**config.mk**
```make
export PLATFORM = sky130hd
export DESIGN_NAME = cmt_channel
export DESIGN_NICKNAME = d
export VERILOG_FILES = /design/src/rtl/cmt_pkg.sv /design/src/rtl/cmt_prescaler.sv /design/src/rtl/cmt_wr_delay.sv /design/src/rtl/cmt_core.sv /design/src/rtl/cmt_channel.sv
export SDC_FILE = /design/constraint.sdc
export NUM_CORES = 1
export LEC_CHECK = 0
export BUFFER_PORTS_ARGS = -buffer_cell sky130_fd_sc_hd__buf_2
export CORE_MARGIN = 2
export CORE_UTILIZATION = 54
export DETAILED_ROUTE_END_ITERATION = 7
export HOLD_SLACK_MARGIN = 0.06
export PLACE_DENSITY = 0.75
export SETUP_SLACK_MARGIN = 0.05
export SYNTH_ARGS = -nofsm -noshare
export SYNTH_HDL_FRONTEND = slang
export SYNTH_SLANG_ARGS = --single-unit
```
**constraint.sdc**
```tcl
create_clock -name clk_i -period 2.5 [get_ports clk_i]
set_clock_uncertainty 0.1 [all_clocks]
set_input_delay 0.5 -clock clk_i [delete_from_list [all_inputs] [get_ports clk_i]]
set_output_delay 0.5 -clock clk_i [all_outputs]
set_load 0.02 [all_outputs]
```
**src/rtl/cmt_pkg.sv**
```systemverilog
package cmt_pkg;

    localparam int CSR_W  = 16;
    localparam int B_MATCH = 15;
    localparam int B_OVF   = 14;
    localparam int B_BUSY  = 13;
    localparam int B_PER   = 8;
    localparam int RS_LO   = 4;
    localparam int CK_LO   = 0;

    // bits software can store directly (flags, busy and bit 6 excluded)
    localparam logic [CSR_W-1:0] CSR_STORE_MASK = 16'h1FBF;

    typedef enum logic [1:0] {
        REQ_NONE = 2'd0,
        REQ_DMA  = 2'd1,
        REQ_IRQ  = 2'd2,
        REQ_RSVD = 2'd3
    } req_sel_e;

    localparam logic [1:0] IDX_CSR = 2'd0;
    localparam logic [1:0] IDX_CNT = 2'd1;
    localparam logic [1:0] IDX_CMP = 2'd2;

    // {valid, log2(divider)} for a clock-select code
    function automatic logic [3:0] div_shift(input logic [2:0] code);
        case (code)
            3'd4:    div_shift = {1'b1, 3'd3};
            3'd5:    div_shift = {1'b1, 3'd5};
            3'd6:    div_shift = {1'b1, 3'd7};
            3'd7:    div_shift = {1'b1, 3'd0};
            default: div_shift = 4'd0;
        endcase
    endfunction

endpackage

```
**src/rtl/cmt_prescaler.sv**
```systemverilog
module cmt_prescaler
    import cmt_pkg::*;
#(
    parameter int PW = 7
) (
    input  logic       clk_i,
    input  logic       rst_ni,
    input  logic       run_i,
    input  logic [2:0] clk_sel_i,
    output logic       tick_o
);
    typedef struct packed {
        logic [PW-1:0] presc;
    } pre_t;

    pre_t p_d, p_q;
    logic [3:0]  sel;
    logic [PW:0] limit;

    always_comb begin
        p_d    = p_q;
        sel    = div_shift(clk_sel_i);
        limit  = ((PW+1)'(1) << sel[2:0]) - (PW+1)'(1);
        tick_o = run_i && sel[3] && ({1'b0, p_q.presc} >= limit);
        if (!run_i || !sel[3] || tick_o) begin
            p_d.presc = '0;
        end else begin
            p_d.presc = p_q.presc + PW'(1);
        end
    end

    always_ff @(posedge clk_i or negedge rst_ni) begin
        if (!rst_ni) begin
            p_q <= '0;
        end else begin
            p_q <= p_d;
        end
    end


    presc_clear_chk: assert property (@(posedge clk_i) disable iff (!rst_ni)
        !run_i |=> (p_q.presc == '0));

endmodule

```
**src/rtl/cmt_wr_delay.sv**
```systemverilog
module cmt_wr_delay #(
    parameter int DW    = 32,
    parameter int LAT   = 2,
    parameter bit BLOCK = 1'b0
) (
    input  logic          clk_i,
    input  logic          rst_ni,
    input  logic          req_i,
    input  logic [DW-1:0] data_i,
    output logic          apply_o,
    output logic [DW-1:0] data_o,
    output logic          busy_o
);
    localparam int CNTW = $clog2(LAT + 1);

    typedef struct packed {
        logic            busy;
        logic [CNTW-1:0] cnt;
        logic [DW-1:0]   data;
    } slot_t;

    slot_t s_d, s_q;
    logic  accept;

    always_comb begin
        s_d     = s_q;
        apply_o = s_q.busy && (s_q.cnt == CNTW'(1));
        accept  = req_i && !(BLOCK && s_q.busy);
        if (accept) begin
            s_d.busy = 1'b1;
            s_d.cnt  = CNTW'(LAT);
            s_d.data = data_i;
        end else if (s_q.busy) begin
            s_d.cnt  = s_q.cnt - CNTW'(1);
            s_d.busy = !apply_o;
        end
    end

    assign data_o = s_q.data;
    assign busy_o = s_q.busy;

    always_ff @(posedge clk_i or negedge rst_ni) begin
        if (!rst_ni) begin
            s_q <= '0;
        end else begin
            s_q <= s_d;
        end
    end


    wr_accept_chk: assert property (@(posedge clk_i) disable iff (!rst_ni)
        (req_i && !busy_o) |=> busy_o);


    wr_land_chk: assert property (@(posedge clk_i) disable iff (!rst_ni)
        (apply_o && !req_i) |=> !busy_o);

    generate
        if (BLOCK) begin : g_block

            wr_block_chk: assert property (@(posedge clk_i) disable iff (!rst_ni)
                (busy_o && !apply_o && req_i) |=> (busy_o && $stable(data_o)));
        end
    endgenerate

endmodule

```
**src/rtl/cmt_core.sv**
```systemverilog
module cmt_core
    import cmt_pkg::*;
#(
    parameter int CW = 32
) (
    input  logic             clk_i,
    input  logic             rst_ni,
    input  logic             tick_i,
    input  logic             csr_apply_i,
    input  logic [CSR_W-1:0] csr_wdata_i,
    input  logic             cmp_apply_i,
    input  logic [CW-1:0]    cmp_wdata_i,
    input  logic             cnt_apply_i,
    input  logic [CW-1:0]    cnt_wdata_i,
    output logic [CSR_W-1:0] csr_o,
    output logic [CW-1:0]    cnt_o,
    output logic [CW-1:0]    cmp_o,
    output logic             dma_o
);
    typedef struct packed {
        logic [CW-1:0]    cnt;
        logic [CW-1:0]    cmp;
        logic [CSR_W-1:0] csr;
        logic             dma;
    } core_t;

    core_t    c_d, c_q;
    logic     hit;
    logic     wrap;
    logic     periodic;
    req_sel_e rsel;

    always_comb begin
        c_d      = c_q;
        hit      = tick_i && (c_q.cnt == c_q.cmp);
        wrap     = tick_i && (c_q.cnt == '1);
        periodic = c_q.csr[B_PER];
        rsel     = req_sel_e'(c_q.csr[RS_LO +: 2]);

        if (tick_i) begin
            c_d.cnt = (periodic && hit) ? '0 : c_q.cnt + CW'(1);
        end
        if (cnt_apply_i) begin
            c_d.cnt = cnt_wdata_i;
        end
        if (cmp_apply_i) begin
            c_d.cmp = cmp_wdata_i;
        end
        if (csr_apply_i) begin
            c_d.csr          = csr_wdata_i & CSR_STORE_MASK;
            c_d.csr[B_MATCH] = c_q.csr[B_MATCH] & csr_wdata_i[B_MATCH];
            c_d.csr[B_OVF]   = c_q.csr[B_OVF] & csr_wdata_i[B_OVF];
        end
        if (hit) begin
            c_d.csr[B_MATCH] = 1'b1;
        end
        if (wrap && !periodic) begin
            c_d.csr[B_OVF] = 1'b1;
        end
        c_d.dma = hit && (rsel == REQ_DMA);
    end

    always_ff @(posedge clk_i or negedge rst_ni) begin
        if (!rst_ni) begin
            c_q.cnt <= '0;
            c_q.cmp <= '1;
            c_q.csr <= '0;
            c_q.dma <= 1'b0;
        end else begin
            c_q <= c_d;
        end
    end

    assign csr_o = c_q.csr;
    assign cnt_o = c_q.cnt;
    assign cmp_o = c_q.cmp;
    assign dma_o = c_q.dma;


    period_wrap_chk: assert property (@(posedge clk_i) disable iff (!rst_ni)
        (tick_i && periodic && (cnt_o == cmp_o) && !cnt_apply_i) |=> (cnt_o == '0));


    cnt_hold_chk: assert property (@(posedge clk_i) disable iff (!rst_ni)
        (!tick_i && !cnt_apply_i) |=> $stable(cnt_o));


    ovf_source_chk: assert property (@(posedge clk_i) disable iff (!rst_ni)
        $rose(csr_o[B_OVF]) |-> (($past(cnt_o) == '1) && !$past(periodic) && $past(tick_i)));


    match_source_chk: assert property (@(posedge clk_i) disable iff (!rst_ni)
        $rose(csr_o[B_MATCH]) |-> $past(tick_i && (cnt_o == cmp_o)));


    dma_source_chk: assert property (@(posedge clk_i) disable iff (!rst_ni)
        dma_o |-> $past(tick_i && (cnt_o == cmp_o) && (csr_o[RS_LO +: 2] == 2'd1)));

endmodule

```
**src/rtl/cmt_channel.sv**
```systemverilog
module cmt_channel
    import cmt_pkg::*;
#(
    parameter int CW      = 32,
    parameter int AW      = 2,
    parameter int REG_LAT = 2,
    parameter int CNT_LAT = 3,
    parameter int PW      = 7
) (
    input  logic          clk_i,
    input  logic          rst_ni,
    input  logic          run_i,
    input  logic          wr_en_i,
    input  logic [AW-1:0] addr_i,
    input  logic [CW-1:0] wdata_i,
    output logic [CW-1:0] rdata_o,
    output logic          irq_o,
    output logic          dma_req_o
);
    logic             csr_req, cmp_req, cnt_req;
    logic             csr_apply, cmp_apply, cnt_apply;
    logic [CSR_W-1:0] csr_pend;
    logic [CW-1:0]    cmp_pend, cnt_pend;
    logic             csr_busy_unused, cmp_busy_unused, cnt_busy;
    logic [CSR_W-1:0] csr_q;
    logic [CW-1:0]    cnt_q, cmp_q;
    logic             tick;
    logic [CSR_W-1:0] csr_view;

    assign csr_req = wr_en_i && (addr_i == AW'(IDX_CSR));
    assign cnt_req = wr_en_i && (addr_i == AW'(IDX_CNT));
    assign cmp_req = wr_en_i && (addr_i == AW'(IDX_CMP));

    cmt_wr_delay #(.DW(CSR_W), .LAT(REG_LAT), .BLOCK(1'b0)) csr_slot_i (
        .clk_i   (clk_i),
        .rst_ni  (rst_ni),
        .req_i   (csr_req),
        .data_i  (wdata_i[CSR_W-1:0]),
        .apply_o (csr_apply),
        .data_o  (csr_pend),
        .busy_o  (csr_busy_unused)
    );

    cmt_wr_delay #(.DW(CW), .LAT(REG_LAT), .BLOCK(1'b0)) cmp_slot_i (
        .clk_i   (clk_i),
        .rst_ni  (rst_ni),
        .req_i   (cmp_req),
        .data_i  (wdata_i),
        .apply_o (cmp_apply),
        .data_o  (cmp_pend),
        .busy_o  (cmp_busy_unused)
    );

    cmt_wr_delay #(.DW(CW), .LAT(CNT_LAT), .BLOCK(1'b1)) cnt_slot_i (
        .clk_i   (clk_i),
        .rst_ni  (rst_ni),
        .req_i   (cnt_req),
        .data_i  (wdata_i),
        .apply_o (cnt_apply),
        .data_o  (cnt_pend),
        .busy_o  (cnt_busy)
    );

    cmt_prescaler #(.PW(PW)) presc_i (
        .clk_i     (clk_i),
        .rst_ni    (rst_ni),
        .run_i     (run_i),
        .clk_sel_i (csr_q[CK_LO +: 3]),
        .tick_o    (tick)
    );

    cmt_core #(.CW(CW)) core_i (
        .clk_i       (clk_i),
        .rst_ni      (rst_ni),
        .tick_i      (tick),
        .csr_apply_i (csr_apply),
        .csr_wdata_i (csr_pend),
        .cmp_apply_i (cmp_apply),
        .cmp_wdata_i (cmp_pend),
        .cnt_apply_i (cnt_apply),
        .cnt_wdata_i (cnt_pend),
        .csr_o       (csr_q),
        .cnt_o       (cnt_q),
        .cmp_o       (cmp_q),
        .dma_o       (dma_req_o)
    );

    always_comb begin
        csr_view         = csr_q;
        csr_view[B_BUSY] = cnt_busy;
        case (addr_i)
            AW'(IDX_CSR): rdata_o = CW'(csr_view);
            AW'(IDX_CNT): rdata_o = cnt_q;
            AW'(IDX_CMP): rdata_o = cmp_q;
            default:      rdata_o = '0;
        endcase
    end

    assign irq_o = csr_q[B_MATCH] && (csr_q[RS_LO +: 2] == REQ_IRQ);


    irq_route_chk: assert property (@(posedge clk_i) disable iff (!rst_ni)
        irq_o |-> !dma_req_o);

endmodule

```
## Word-level counts from Yosys, hierarchy flattened

Cells that the tools add are included.

| word-level totals | value |
|---|---|
| bits in registers | 175 |

| operators by class | value |
|---|---|
| multiplexer cells | 15 |
| order comparisons | 1 |
| reduce and logical (&&, ||, !) cells | 31 |
| bitwise logic cells | 2 |
| add/subtract/negate cells | 6 |
| eq/ne operators | 13 |
| shifts and indexed selects | 1 |

Operator list:

| kind | count |
|---|---|
| $mux W32 | 3 |
| $pmux W32 S3 | 1 |
| $add A32 B1 Y32 const B | 1 |
| $eq A32 B32 Y1 | 1 |
| $eq A32 B32 Y1 const B | 1 |
| $mux W3 | 6 |
| $mux W16 | 1 |
| $pmux W4 S4 | 1 |
| $logic_and A1 B1 Y1 | 15 |
| $eq A3 B3 Y1 const B | 4 |
| $reduce_bool A2 Y1 | 6 |
| $eq A2 B1 Y1 const B | 5 |
| $ge A7 B8 Y1 | 1 |
| $shl A1 B3 Y8 const A | 1 |
| $sub A8 B2 Y8 const B | 1 |
| $add A7 B1 Y7 const B | 1 |
| $logic_not A1 Y1 | 7 |
| $mux W7 | 1 |
| $sub A2 B1 Y2 const B | 3 |
| $eq A2 B2 Y1 const B | 2 |
| $and A1 B1 Y1 | 2 |
| $logic_not A2 Y1 | 1 |
| $logic_or A1 B1 Y1 | 2 |
| $mux W1 | 2 |

## Longest topological paths before layout

| depth | value |
|---|---|
| depth after elaboration | 11 |
| mapped depth | 11 |

## Cells and area by module

A second synthesis with hierarchy kept.

| unflattened totals | value |
|---|---|
| cells, all modules | 852 |
| area total of the unflattened synthesis | 9,997.1 um^2 |

By module, submodules not included:

| module | seq. area each (um^2) | area each (um^2) | cells an instance | times used |
|---|---|---|---|---|
| cmt_core | 2,016.9 | 4,540.6 | 443 | 1 |
| cmt_wr_delay at cnt_slot_i | 875.8 | 1,724.2 | 114 | 1 |
| cmt_wr_delay at cmp_slot_i | 875.8 | 1,711.6 | 113 | 1 |
| cmt_wr_delay at csr_slot_i | 475.5 | 895.9 | 63 | 1 |
| cmt_channel | 0.0 | 583.1 | 65 | 1 |
| cmt_prescaler | 175.2 | 541.8 | 54 | 1 |

## Least setup slack after synthesis

OpenSTA, ideal clock, no wires.

| timing path | value |
|---|---|
| kind | register -> register |
| from | reg core_i.c_q, in the netlist core_i.csr_o[2] |
| to | reg core_i.c_q, in the netlist core_i.csr_o[14] |
| period minus slack after synthesis | 2.592 ns |
| cell stages (with the launch flop) | 10 |
| data arrival time | 2.382 ns |
| setup slack | -0.092 ns |
| cells stage by stage | dfrtp_1 -> a21boi_0 -> ha_1 -> ha_1 -> o211ai_1 -> a211o_1 -> a21o_1 -> clkbuf_1 -> clkbuf_1 -> o41ai_1 |

| between the ends | value |
|---|---|
| cells in the longest elaborated chain, start to end | 9 |
| elaborated cells on any way between the ends | 14 |
| classes of those cells | add/sub (1); order compare (1); eq/ne (4); shift (1); mux (2); reduce/logical (5) |

Ends and longest elaborated chain:

| item | RTL line | source |
|---|---|---|
| from (decl) | cmt_core.sv:27 | `core_t c_d, c_q;` |
| $eq A3 B3 Y1 | cmt_pkg.sv:27 | `case (code)` |
| $pmux W4 S4 * | cmt_pkg.sv:27 |  |
| $shl A1 B3 Y8 | cmt_prescaler.sv:23 | `limit = ((PW+1)'(1) << sel[2:0]) - (PW+1)'(1);` |
| $sub A8 B2 Y8 | cmt_prescaler.sv:23 |  |
| $ge A7 B8 Y1 | cmt_prescaler.sv:24 | `tick_o = run_i && sel[3] && ({1'b0, p_q.presc} >= limit);` |
| $logic_and A1 B1 Y1 * | cmt_prescaler.sv:24 |  |
| $logic_and A1 B1 Y1 * | cmt_core.sv:36 | `wrap = tick_i && (c_q.cnt == '1);` |
| $logic_and A1 B1 Y1 * | cmt_core.sv:57 | `if (wrap && !periodic) begin` |
| $mux W1 or $reduce_bool A2 Y1 (tied branches) | - |  |

Mark *: on every way between the ends. The rest lies on a longest branch, timed or not.
A chain may end at the register's enable or synchronous reset.

## Worst setup path in the final report

| timing path | value |
|---|---|
| from | reg core_i.c_q, in the netlist core_i.csr_o[0] |
| to | reg core_i.c_q, in the netlist core_i.cnt_o[19] |

| between the ends | value |
|---|---|
| cells in the longest elaborated chain, start to end | 11 |
| elaborated cells on any way between the ends | 16 |
| classes of those cells | add/sub (1); order compare (1); eq/ne (4); shift (1); mux (4); reduce/logical (5) |

Ends and longest elaborated chain:

| item | RTL line | source |
|---|---|---|
| $eq A3 B3 Y1 | cmt_pkg.sv:27 |  |
| $pmux W4 S4 * | cmt_pkg.sv:27 |  |
| $shl A1 B3 Y8 | cmt_prescaler.sv:23 |  |
| $sub A8 B2 Y8 | cmt_prescaler.sv:23 |  |
| $ge A7 B8 Y1 | cmt_prescaler.sv:24 |  |
| $logic_and A1 B1 Y1 * | cmt_prescaler.sv:24 |  |
| $logic_and A1 B1 Y1 | cmt_core.sv:35 | `hit = tick_i && (c_q.cnt == c_q.cmp);` |
| $logic_and A1 B1 Y1 | cmt_core.sv:41 | `c_d.cnt = (periodic && hit) ? '0 : c_q.cnt + CW'(1);` |
| $mux W32 | cmt_core.sv:41 |  |
| $mux W32 | cmt_core.sv:40 | `if (tick_i) begin` |
| $mux W32 | cmt_core.sv:43 | `if (cnt_apply_i) begin` |

Mark *: on every way between the ends. The rest lies on a longest branch, timed or not. The select of a mux whose other input is x is not followed.

==> results.txt <==
The leakage power total came out at 4.486 nW. The number of slew-limit violations in the final report is 0. The tree built by TritonCTS fans out to 173 sinks.

For this block, the routed nets add up to 23360 um of wire. The type of the tightest min-delay check is in2reg. The number of failing hold endpoints at the final stage is 0.

The fill cell instance count of the final layout is 1188. The detailed placer's ending HPWL is 15510 um. The cell sitting at the root of the clock tree is a clkbuf_16. The routability congestion estimate is 0.9068. After clock tree synthesis, the clock-pin slew on the worst setup and hold paths is 0.07 ns. The height of the die is 131.2 um. The share of the clock period used by the worst path after layout came out at 1.041.

The number of cells in the finished layout apart from fillers is 1097. The number of nets in the layout is 920. The largest stage delay on the critical path is 0.40 ns. The number of synthesized flops with an enable pin is 0. From synthesis to final layout, the design area changed by 21.15%. The synthesized netlist net count is 823.

Ranked by total cell area, the synthesized netlist is headed by dfrtp_1 (40%), mux2_2 (16%), dfstp_2 (9.6%). The final reports fail on setup timing. The global-route wire length before repair is 38010 um. The total global-route track usage is 0.2798.

The number of antenna violations at the first check in global routing is 0. The x dimension of the die is 131.2 um. STA puts the critical path data required time at 2.78 ns.

Along the worst path, the maximum fanout reaches 7. The final critical-path setup slack came out at -0.1023 ns. The endpoint of the most critical setup path is core_i.cnt_o[19]. The path depth of the worst reg2reg path is 12. The biggest area contributor in the post-synthesis netlist is dfrtp_1.

The remaining number of nets flagged by the antenna check after routing came out at 0. The critical path in this run is classified as reg2reg. The placed cell count came out at 1052.

The distinct cell type count after synthesis came out at 54. The maximum number of pins on one net before global-route repair is 60. The mean area per synthesized cell is 11.32 um2. The fraction of layout cells with a size suffix above 1 came out at 0.4200.

Headroom to the max-slew limit came out at 0.4716. The number of remaining DRC errors came out at 0. The gate count of the mapped netlist is 772.

The async set-or-reset flop fraction in the synthesized netlist is 1.000. The worst setup path is launched from a flop. After floorplanning, the core was divided into 46 placement rows. The die footprint is 17220 um2.

The count of state elements after synthesis is 173. Across the VDD grid, the largest voltage drop is 0.9387 mV. The worst register-to-register path begins at core_i.csr_o[0]. The worst register-to-register path ends at core_i.cnt_o[19]. The most critical setup path has its startpoint at core_i.csr_o[0]. The achievable frequency is 384.3 MHz. The placeable core region is 15830 um2. The slowest stage of the critical path is the dfrtp_1 cell.

The boundary pin count is 72. At the pin with the least slew margin, the transition time is 0.7906 ns. The TritonCTS clock tree is done. The H-tree generated during clock tree synthesis spans 4 levels.

The primary flip-flop cell chosen by synthesis mapping is dfrtp_1. The detailed-route via count is 6776. The initial core utilization came out at 0.5521.

The number of global-route vias before repair is 7119. The setup-violating endpoint count in the final report is 34. Leaving out fill and tap cells, the most frequent cells in the layout are dfrtp_1 (141), mux2_2 (122), buf_2 (70). The data arrival time of the critical path came out at 2.88 ns. Before antenna repair, the detailed router went through 7 iterations.

Traced cell by cell, the critical path runs through a21boi_2 -> ha_4 -> o21ai_2 -> ha_1 -> nand3_2 -> a211o_1 -> buf_6 -> a21oi_4 -> buf_12 -> buf_8 -> and4_1 -> o31a_1. The maximum count of clock buffers along a single path is 2. In this run the most critical hold path is launched from wdata_i[20]. The worst setup path is captured at a flop. Dividing the detail-routed via count by the number of cells gives 6.177. The clock latency on the worst-skew pair came out at 0.44 ns. The shortest period the worst path allows came out at 2.602 ns.

The number of buffers added by the clock tree synthesis step came out at 17. The setup slack of the most critical reg-to-reg path is -0.10 ns. The total of buffers placed on input and output ports is 71. The summed instance area of the synthesized netlist came out at 8738 um2. The detailed router's first-iteration violation count came out at 636.

Once placement finished, the instance area stood at 9583 um2. The final global-route overflow total came out at 0. The final standard cell area without fillers came out at 10590 um2. The count of synthesis-stage warnings from yosys came out at 0. 0 antenna diodes ended up in the layout. The flow ran to the end, but the final reports show violations. The top-area cell type share of the netlist area is 0.4038. The proportion of synthesized chip area in sequential cells came out at 0.5000. The power density over cell area came out at 1172 nW/um2. Leaving out fill and tap cells, the most frequent cell in the layout is dfrtp_1. In the final routed layout, each cell accounts on average for 21.29 um. The count of max-cap constraint violations is 0.

Setup repair after global routing could not meet its margin everywhere.
## report_power, final
| part | total [W] | switching, W | internal, W |
|---|---|---|---|
| logic | 0.00457 | 0.00234 | 0.00223 |
| clock network | 0.00266 | 0.00111 | 0.00155 |
| registers | 0.00518 | 0.00108 | 0.00410 |
| total | 0.0124 | 0.00453 | 0.00788 |
## registers in the layout, summed over array words and instances (netlist names), 2 cells and up
register / cells
core_i.cnt_o: 32
cmp_slot_i.s_q: 2
core_i.csr_o: 14
cnt_slot_i.s_q: 2
core_i.cmp_o: 32
cnt_slot_i.data_o: 32
csr_slot_i.data_o: 14
cmp_slot_i.data_o: 32
presc_i.p_q: 7
csr_slot_i.s_q: 2
## timing repair
item,in CTS,in global routing
cloned,2,0
resized for setup,40,23
pin swaps,22,19
endpoints found under the hold margin,39,0
buffers inserted,8,3
endpoints found under the setup margin,34,36
hold buffers,1,0
## metrics by stage
step	hold slack, ns	util	worst slack (ns)	setup TNS, ns	total power (W)
2_1_floorplan	0.1044	-	0.09814	0	0.007805
3_3_place_gp	0.3653	0.6055	-0.09081	-0.3548	0.009091
3_5_place_dp	0.3713	0.6055	-0.2418	-4.292	0.009348
4_1_cts	0.1986	0.6609	-0.08049	-0.5977	0.01226
5_1_grt	0.2073	0.6689	-0.2137	-5.250	0.01305
6_report	0.2027	0.6689	-0.1023	-1.797	0.01241
## metal layers
layer | GRT usage | up-vias | share of wire
met2 | 0.4582 | 296 | 0.49
met3 | 0.06327 | 61 | 0.064
li1 | - | 2997 | -
met1 | 0.3601 | 3422 | 0.42
met4 | 0.1178 | 0 | 0.028
met5 | 0 | - | 0
## logic make-up (layout without fill, tap and decap cells)
logic type / Yosys count / count (layout) / synth area share
buf+inv: 71 / 180 / 0.03737
fa+ha+maj: 13 / 13 / 0.01861
xor+xnor: 40 / 40 / 0.04181
other cells: 1 / 1 / 0.0004291
mux: 138 / 138 / 0.1755
flops: 173 / 173 / 0.5000
simple gates: 196 / 196 / 0.1223
compound gates: 140 / 140 / 0.1040
## Yosys cell counts, drive strengths merged (18+ instances only)
master	number
dfstp	32
nor3	20
a32oi	21
a22o	18
nand4	19
a21oi	33
nand2	62
clkbuf	36
buf	23
nand3	19
mux2	122
dfrtp	141
nor2	31
xnor2	37
o21ai	43
## cell type report
cell class	count	area [um2]	area share
flip-flops and latches	173	4369	0.4127
multi-input cells	528	4272	0.4035
repair buffers	137	1040	0.09822
clock buffers	22	474.2	0.04479
well taps	216	270.3	0.02553
clock inverters	9	113.9	0.01076
inverters	12	47.55	0.004491
## worst max-delay path: cells and delay by family (launching register included)
family	cells	cell delay (ns)
buf+inv	3	0.40
flops	1	0.40
simple gates	2	0.25
compound gates	5	0.90
fa+ha+maj	2	0.49
## worst min path at each step
stage	endpoint	slack [ns]	cells past startpoint
finish	cnt_slot_i.data_o[20]	0.20	2
global route	cmp_slot_i.data_o[21]	0.21	2
CTS	cnt_slot_i.data_o[19]	0.20	2
detailed placement	presc_i.p_q[0]	0.37	1
global placement	cnt_slot_i.s_q[32]	0.37	1
floorplan	cmp_slot_i.busy_o	0.10	0
Note: power is estimated with default switching activity, not from simulation.
